[config.mk]
export PLATFORM = sky130hd
export DESIGN_NAME = burst_addr_gen
export DESIGN_NICKNAME = d
export VERILOG_FILES = /design/src/rtl/burst_addr_pkg.sv /design/src/rtl/burst_strobe_decode.sv /design/src/rtl/burst_beat_ctr.sv /design/src/rtl/burst_addr_hold.sv /design/src/rtl/burst_addr_gen.sv
export SDC_FILE = /design/constraint.sdc
export NUM_CORES = 1
export LEC_CHECK = 0
export BUFFER_PORTS_ARGS = -buffer_cell sky130_fd_sc_hd__buf_2
export CAP_MARGIN = 15
export CORE_MARGIN = 10
export CORE_UTILIZATION = 46
export CTS_CLUSTER_DIAMETER = 60
export DETAILED_ROUTE_END_ITERATION = 16
export GPL_TIMING_DRIVEN = 0
export HOLD_SLACK_MARGIN = 0.03
export PLACE_DENSITY = 0.81
export SLEW_MARGIN = 20
export SYNTH_ARGS = -nofsm -noshare
export SYNTH_HDL_FRONTEND = slang
export SYNTH_SLANG_ARGS = --single-unit
[constraint.sdc]
create_clock -name clk -period 1.8 [get_ports clk]
set_input_delay 0.18 -clock clk [delete_from_list [all_inputs] [get_ports clk]]
set_output_delay 0.18 -clock clk [all_outputs]
set_load 0.01 [all_outputs]
[src/rtl/burst_addr_pkg.sv]
package burst_addr_pkg;

    localparam int LOW_W  = 2;
    localparam int BEAT_W = 2;

    typedef logic [BEAT_W-1:0] beat_t;
    typedef logic [LOW_W-1:0]  low_t;

    typedef enum logic [1:0] {
        OP_HOLD = 2'd0,
        OP_LOAD = 2'd1,
        OP_STEP = 2'd2
    } burst_op_e;

    typedef struct packed {
        beat_t cur;
        beat_t nxt;
    } beat_pair_t;

    // Low address bits for a given beat under the selected order.
    function automatic low_t seq_low(input low_t base, input beat_t beat, input logic interleave);
        low_t r;
        if (interleave) r = base ^ beat;
        else            r = base + beat;
        return r;
    endfunction

endpackage

[src/rtl/burst_strobe_decode.sv]
module burst_strobe_decode
    import burst_addr_pkg::*;
(
    input  logic      load_ctrl_n,
    input  logic      load_proc_n,
    input  logic      chip_en_n,
    input  logic      advance_n,
    output burst_op_e op
);
    logic proc_gated;

    always_comb begin
        proc_gated = !load_proc_n && !chip_en_n;
        if (!load_ctrl_n || proc_gated) op = OP_LOAD;
        else if (!advance_n)            op = OP_STEP;
        else                            op = OP_HOLD;
    end
endmodule

[src/rtl/burst_beat_ctr.sv]
module burst_beat_ctr
    import burst_addr_pkg::*;
(
    input  logic       clk,
    input  logic       rst,
    input  burst_op_e  op,
    output beat_pair_t beat
);
    beat_t beat_q;

    always_comb begin
        beat.cur = beat_q;
        beat.nxt = beat_q + beat_t'(1);
    end

    always_ff @(posedge clk) begin
        if (rst)                beat_q <= '0;
        else if (op == OP_LOAD) beat_q <= '0;
        else if (op == OP_STEP) beat_q <= beat.nxt;
    end

    AST_BEAT_WRAP: assert property (@(posedge clk) disable iff (rst)
        (op == OP_STEP && beat_q == beat_t'(3)) |=> beat_q == '0);
endmodule

[src/rtl/burst_addr_hold.sv]
module burst_addr_hold
    import burst_addr_pkg::*;
#(
    parameter int ADDR_W = 18
) (
    input  logic              clk,
    input  logic              rst,
    input  burst_op_e         op,
    input  beat_pair_t        beat,
    input  logic              order_sel,
    input  logic [ADDR_W-1:0] ext_addr,
    output logic [ADDR_W-1:0] cur_addr
);
    localparam int UPPER_W = ADDR_W - LOW_W;

    low_t base_q;
    low_t low_q;

    always_ff @(posedge clk) begin
        if (rst) begin
            base_q <= '0;
            low_q  <= '0;
        end else if (op == OP_LOAD) begin
            base_q <= ext_addr[LOW_W-1:0];
            low_q  <= ext_addr[LOW_W-1:0];
        end else if (op == OP_STEP) begin
            low_q  <= seq_low(base_q, beat.nxt, order_sel);
        end
    end

    generate
        if (UPPER_W > 0) begin : g_upper
            logic [UPPER_W-1:0] upper_q;
            always_ff @(posedge clk) begin
                if (rst)                upper_q <= '0;
                else if (op == OP_LOAD) upper_q <= ext_addr[ADDR_W-1:LOW_W];
            end
            assign cur_addr = {upper_q, low_q};
        end else begin : g_low_only
            assign cur_addr = low_q;
        end
    endgenerate

    // Low bits track the beat counter held in the separate counter block.
    AST_LOW_FOLLOWS_ORDER: assert property (@(posedge clk) disable iff (rst)
        low_q == seq_low(base_q, beat.cur, order_sel));
endmodule

[src/rtl/burst_addr_gen.sv]
module burst_addr_gen
    import burst_addr_pkg::*;
#(
    parameter int ADDR_W = 18
) (
    input  logic              clk,
    input  logic              rst,
    input  logic [ADDR_W-1:0] ext_addr,
    input  logic              load_ctrl_n,
    input  logic              load_proc_n,
    input  logic              chip_en_n,
    input  logic              advance_n,
    input  logic              order_sel,
    output logic [ADDR_W-1:0] cur_addr,
    output logic [1:0]        beat_idx
);
    burst_op_e  op;
    beat_pair_t beat;

    burst_strobe_decode u_decode (
        .load_ctrl_n (load_ctrl_n),
        .load_proc_n (load_proc_n),
        .chip_en_n   (chip_en_n),
        .advance_n   (advance_n),
        .op          (op)
    );

    burst_beat_ctr u_beat (
        .clk  (clk),
        .rst  (rst),
        .op   (op),
        .beat (beat)
    );

    burst_addr_hold #(.ADDR_W(ADDR_W)) u_hold (
        .clk       (clk),
        .rst       (rst),
        .op        (op),
        .beat      (beat),
        .order_sel (order_sel),
        .ext_addr  (ext_addr),
        .cur_addr  (cur_addr)
    );

    assign beat_idx = beat.cur;

    AST_CTRL_LOAD: assert property (@(posedge clk) disable iff (rst)
        !load_ctrl_n |=> (cur_addr == $past(ext_addr)) && (beat_idx == 2'd0));

    AST_PROC_GATED: assert property (@(posedge clk) disable iff (rst)
        (load_ctrl_n && !load_proc_n && chip_en_n && advance_n) |=> $stable(cur_addr));

    AST_SUSPEND_HOLD: assert property (@(posedge clk) disable iff (rst)
        (load_ctrl_n && (load_proc_n || chip_en_n) && advance_n)
        |=> ($stable(cur_addr) && $stable(beat_idx)));

    AST_UPPER_STABLE: assert property (@(posedge clk) disable iff (rst)
        (load_ctrl_n && (load_proc_n || chip_en_n))
        |=> (cur_addr[ADDR_W-1:LOW_W] == $past(cur_addr[ADDR_W-1:LOW_W])));

    AST_LOAD_WINS: assert property (@(posedge clk) disable iff (rst)
        (!load_proc_n && !chip_en_n && !advance_n) |=> (beat_idx == 2'd0));
endmodule

[Word level (Yosys, flattened, before mapping)]
Index checks and enable logic that the tools add are counted.
Word-level totals
  word-level logic and storage cells: 21
  input port bits: 25
  flip-flop bits (word level): 22
  output and inout port bits: 20
Operators by class
  bitwise logic cells: 1
  add/subtract/negate cells: 2
  muxes and demuxes: 5
  reductions and logical operators: 7
  equality and inequality tests: 2
Operators by type and width (count)
  $mux W2: 5
  $logic_not A1 Y1: 3
  $add A2 B1 Y2 const B: 1
  $add A2 B2 Y2: 1
  $eq A2 B1 Y1 const B: 1
  $eq A2 B2 Y1 const B: 1
  $reduce_bool A2 Y1: 1
  $reduce_or A2 Y1: 1
  $xor A2 B2 Y2: 1
  $logic_and A1 B1 Y1: 1
  $logic_or A1 B1 Y1: 1

[Depth between registers and ports, before layout]
  word-level depth: 7
  gate-level depth with buffers: 5

[By module]
Synthesis repeated with hierarchy kept, for this count alone.
Second synthesis, totals
  cell total of the unflattened synthesis: 91
  area total of the unflattened synthesis: 900.9 µm²
Modules (own cells, without submodules)
  burst_addr_hold: cells an instance 75, seq. area each 400.4 µm², area each 779.5 µm², times used 1
  burst_beat_ctr: cells an instance 14, seq. area each 40.0 µm², area each 108.9 µm², times used 1
  burst_strobe_decode: cells an instance 2, seq. area each 0.0 µm², area each 12.5 µm², times used 1

[Worst setup path after synthesis]
Ideal clock, no wire load.
  kind: reg2reg
  start: register u_beat.beat_q[0]
  end: register u_hold.low_q[1]
  path buffers: 0
  arrival: 1.175 ns
  stages on the path, launching flop included: 6
  slack: 0.547 ns
  cell sequence: dfxtp_1 > inv_1 > ha_1 > nor2b_4 > xnor3_1 > o221ai_2
RTL lines
  start, declared: line burst_beat_ctr.sv:9  | beat_t beat_q;
  start signal, assigned: line burst_beat_ctr.sv:19  | else if (op == OP_STEP) beat_q <= beat.nxt;
  end signal, assigned: line burst_addr_hold.sv:25  | low_q <= ext_addr[LOW_W-1:0];
  end signal, assigned: line burst_addr_hold.sv:27  | low_q <= seq_low(base_q, beat.nxt, order_sel);
  end, declared: line burst_addr_hold.sv:17  | low_t low_q;

==> run_results.csv <==
group,metric,value,unit
power_and_ir_drop,ir_worst_vdd,0.000667,V
layout,insertedDiodeCount,0,
synthesis,synth.net_count,128,
clock_tree,numCtsBuffers,3,
layout,regArea,440,um2
synthesis,avgSynthCellArea,8.55,um2
synthesis,syn_inst,102,
synthesis,ys_seq_area_share,50.5,%
placed_design,dp_slack,0.451,ns
global_route,grt_max_degree,14,
sta,drv_slew,0,
floorplanning,fp.coreArea,1760,um2
worst_setup_path,crit_chain,"inv_1 -> ha_1 -> nor2b_4 -> xnor3_1 -> o221ai_2",
clock_tree,insertion_delay,0.31,ns
clock_tree,cts_resized,0,
sta,finalSetupTns,0,ns
synthesis,yosys_warnings,0,
sta,setup_ws,0.433,ns
worst_setup_path,critPathRequiredTime,2.04,ns
layout,nets,177,
clock_tree,ctsLongestPathBuffers,2,
routing,routed_wl,2470,um
layout,n_fill_cell,176,
synthesis,synth_async_sr_flop_share,0,%
power_and_ir_drop,power_density,914,nW/um2
routing,drtPass1Iterations,4,
synthesis,synth-edff-count,0,
sta,fin_crit,1.37,ns
power_and_ir_drop,power,1.07,mW
clock_tree,cts_setup_buffers,0,
worst_setup_path,cp_max_fo,5,
job,maxCapViolCount,0,
sta,skew,0.00382,ns
clock_tree,path_clk_slew,0.13,ns
placed_design,portBuffers,44,
sta,hold_violations,0,
routing,route.detailed.wl_per_inst,14.1,um
sta,rsz0062_at_grt,"no",
floorplanning,io_pins,45,
worst_setup_path,crit_slowest_cell,"dfxtp_1",
clock_tree,cts_root_buf,"clkbuf_4",
synthesis,synth_top_area_cell,"dfxtp_1",
worst_setup_path,critPathTopFamily,"flip-flops",
global_route,grt_pass1_wl,3960,um
worst_setup_path,endpoint_kind,"flip-flop",
sta,setup_viol_count_final,0,
sta,whs,0.0887,ns
clock_tree,cts_sinks,22,
routing,via_count,843,
clock_tree,h-tree-depth,1,
synthesis,synth.top_cells.by_count,"37 x nand2_1, 22 x dfxtp_1, 19 x a21oi_1, 3 x buf_2, 3 x buf_4",
routing,drt_iter0_markers,12,
worst_setup_path,cp_num_buf_inv,1,
synthesis,synth_seq_cells,22,
floorplanning,start_util,49.4,%
worst_setup_path,startpoint_type,"flip-flop",
sta,fmax,0.731,GHz
worst_hold_path,hold_class,"primary input to flip-flop",
floorplanning,rows,15,
routing,drc_errors,0,
sta,fin_crit_sh,76.0,%
clock_tree,hold_buffers,0,
sta,tightest_slew,0.475,ns
synthesis,synthTopCellsByArea,"dfxtp_1 51%, nand2_1 16%, a21oi_1 11%",
global_route,grt.total_usage,12.1,%
clock_tree,cts_tree,"yes",
power_and_ir_drop,leakagePower,0.576,nW
worst_setup_path,path_class,"flip-flop to flip-flop",
routing,via_per_inst,4.82,
global_route,grt_overflow_total,0,
worst_setup_path,cpPeakStageDelay,0.42,ns
floorplanning,die_height,63.5,um
synthesis,synth_top_area_share,50.5,%
placed_design,gp_congestion,0.774,
floorplanning,die_area,4040,um2
worst_setup_path,cp.arrival,1.61,ns
global_route,antenna_found_initial,0,
synthesis,synth_flop_cell,"dfxtp_1",
layout,area_growth,34.9,%
sta,timing.slew.headroom,68.3,%
routing,detail-route-antenna-nets,0,
synthesis,synth_cell_types,22,
synthesis,yosysMostFrequentCell,"nand2_1",
layout,drive_gt1_share,39.3,%
synthesis,synth.cell_area,872,um2
outcome,status,"completed",
floorplanning,die_w,63.5,um
placed_design,dp_hpwl,1860,um
layout,multiInputGateArea,383,um2
global_route,grt_pass1_vias,894,
==> area by class of cell <==
| class | count | area share [%] |
|---|---|---|
| Buffer | 8 | 3.83 |
| Multi-Input combinational cell | 71 | 32.6 |
| Sequential cell | 22 | 37.4 |
| Tap cell | 25 | 2.66 |
| Clock buffer | 3 | 1.91 |
| Clock inverter | 1 | 2.55 |
| Inverter | 1 | 0.319 |
| Timing Repair Buffer | 44 | 18.7 |
==> through the flow <==
stage               util [%]  area, um2  instances
global route            66.7       1180        175
floorplan                  -        872        102
global placement        63.7       1120        171
detailed placement      63.7       1120        171
CTS                     66.7       1180        175
finish                  66.7       1180        175
==> cell usage in the layout (no fill, tap or decap), drive strengths merged <==
| master | synthesis | layout |
|---|---|---|
| buf | 6 | 50 |
| nand2 | 37 | 37 |
| dfxtp | 22 | 22 |
| a21oi | 19 | 19 |
| clkbuf | 2 | 5 |
| nor2b | 2 | 2 |
| inv | 1 | 1 |
| o21a | 1 | 1 |
| o21ai | 1 | 1 |
| and2b | 1 | 1 |
| nor4 | 1 | 1 |
| xor2 | 1 | 1 |
| xnor3 | 1 | 1 |
| or3 | 1 | 1 |
| nand4b | 1 | 1 |
| o221ai | 1 | 1 |
| xnor2 | 1 | 1 |
| nor3 | 1 | 1 |
| mux2 | 1 | 1 |
| ha | 1 | 1 |
| bufinv | 0 | 1 |
==> worst min-delay path: cells and delay by family <==
kind / cells / cell delay [ns]
compound gates: 1 / 0.05
simple gates: 1 / 0.04
buf+inv: 1 / 0.10
==> flip-flops by register name, summed over array words and instances, names as in the netlist <==
register                flops
u_hold.low_q                2
u_beat.beat_q               2
u_hold.g_upper.upper_q     16
u_hold.base_q               2
==> layer usage <==
layer	share of wire, %	vias to the layer above	GRT usage (%)
met5	0	-	0
met4	1.8	0	5.74
met3	4.6	5	3.00
met2	55	26	23.9
met1	39	386	11.2
li1	-	426	-
==> path summary, 6_finish.rpt <==
| check | start | cells after the start | slack (ns) | to |
|---|---|---|---|---|
| worst max-delay path | u_beat.beat_q[0] | 5 | 0.43 | u_hold.low_q[1] |
| worst min-delay path | ext_addr[5] | 3 | 0.09 | u_hold.g_upper.upper_q[3] |
| worst max register to register | u_beat.beat_q[0] | 5 | 0.43 | u_hold.low_q[1] |
| worst min register to register | u_hold.g_upper.upper_q[3] | 2 | 0.45 | u_hold.g_upper.upper_q[3] |
==> kinds of logic (layout without fill, tap and decap cells) <==
logic type / count (synthesis) / after routing / synth area share, %
xor gates and xnor gates: 3 / 3 / 4.59
DFF: 22 / 22 / 50.5
AOI/OAI and AO/OA: 22 / 22 / 14.1
buffers and inverters: 9 / 57 / 5.59
muxes: 1 / 1 / 1.29
and+or+nand+nor: 44 / 44 / 22.5
adders and majority gates: 1 / 1 / 1.43
==> where the power goes <==
part | internal, mW | switching (mW)
clock network | 0.225 | 0.157
registers | 0.517 | 0.0144
logic | 0.0744 | 0.0865
total | 0.816 | 0.258
Power figures use the tool's default switching activity.
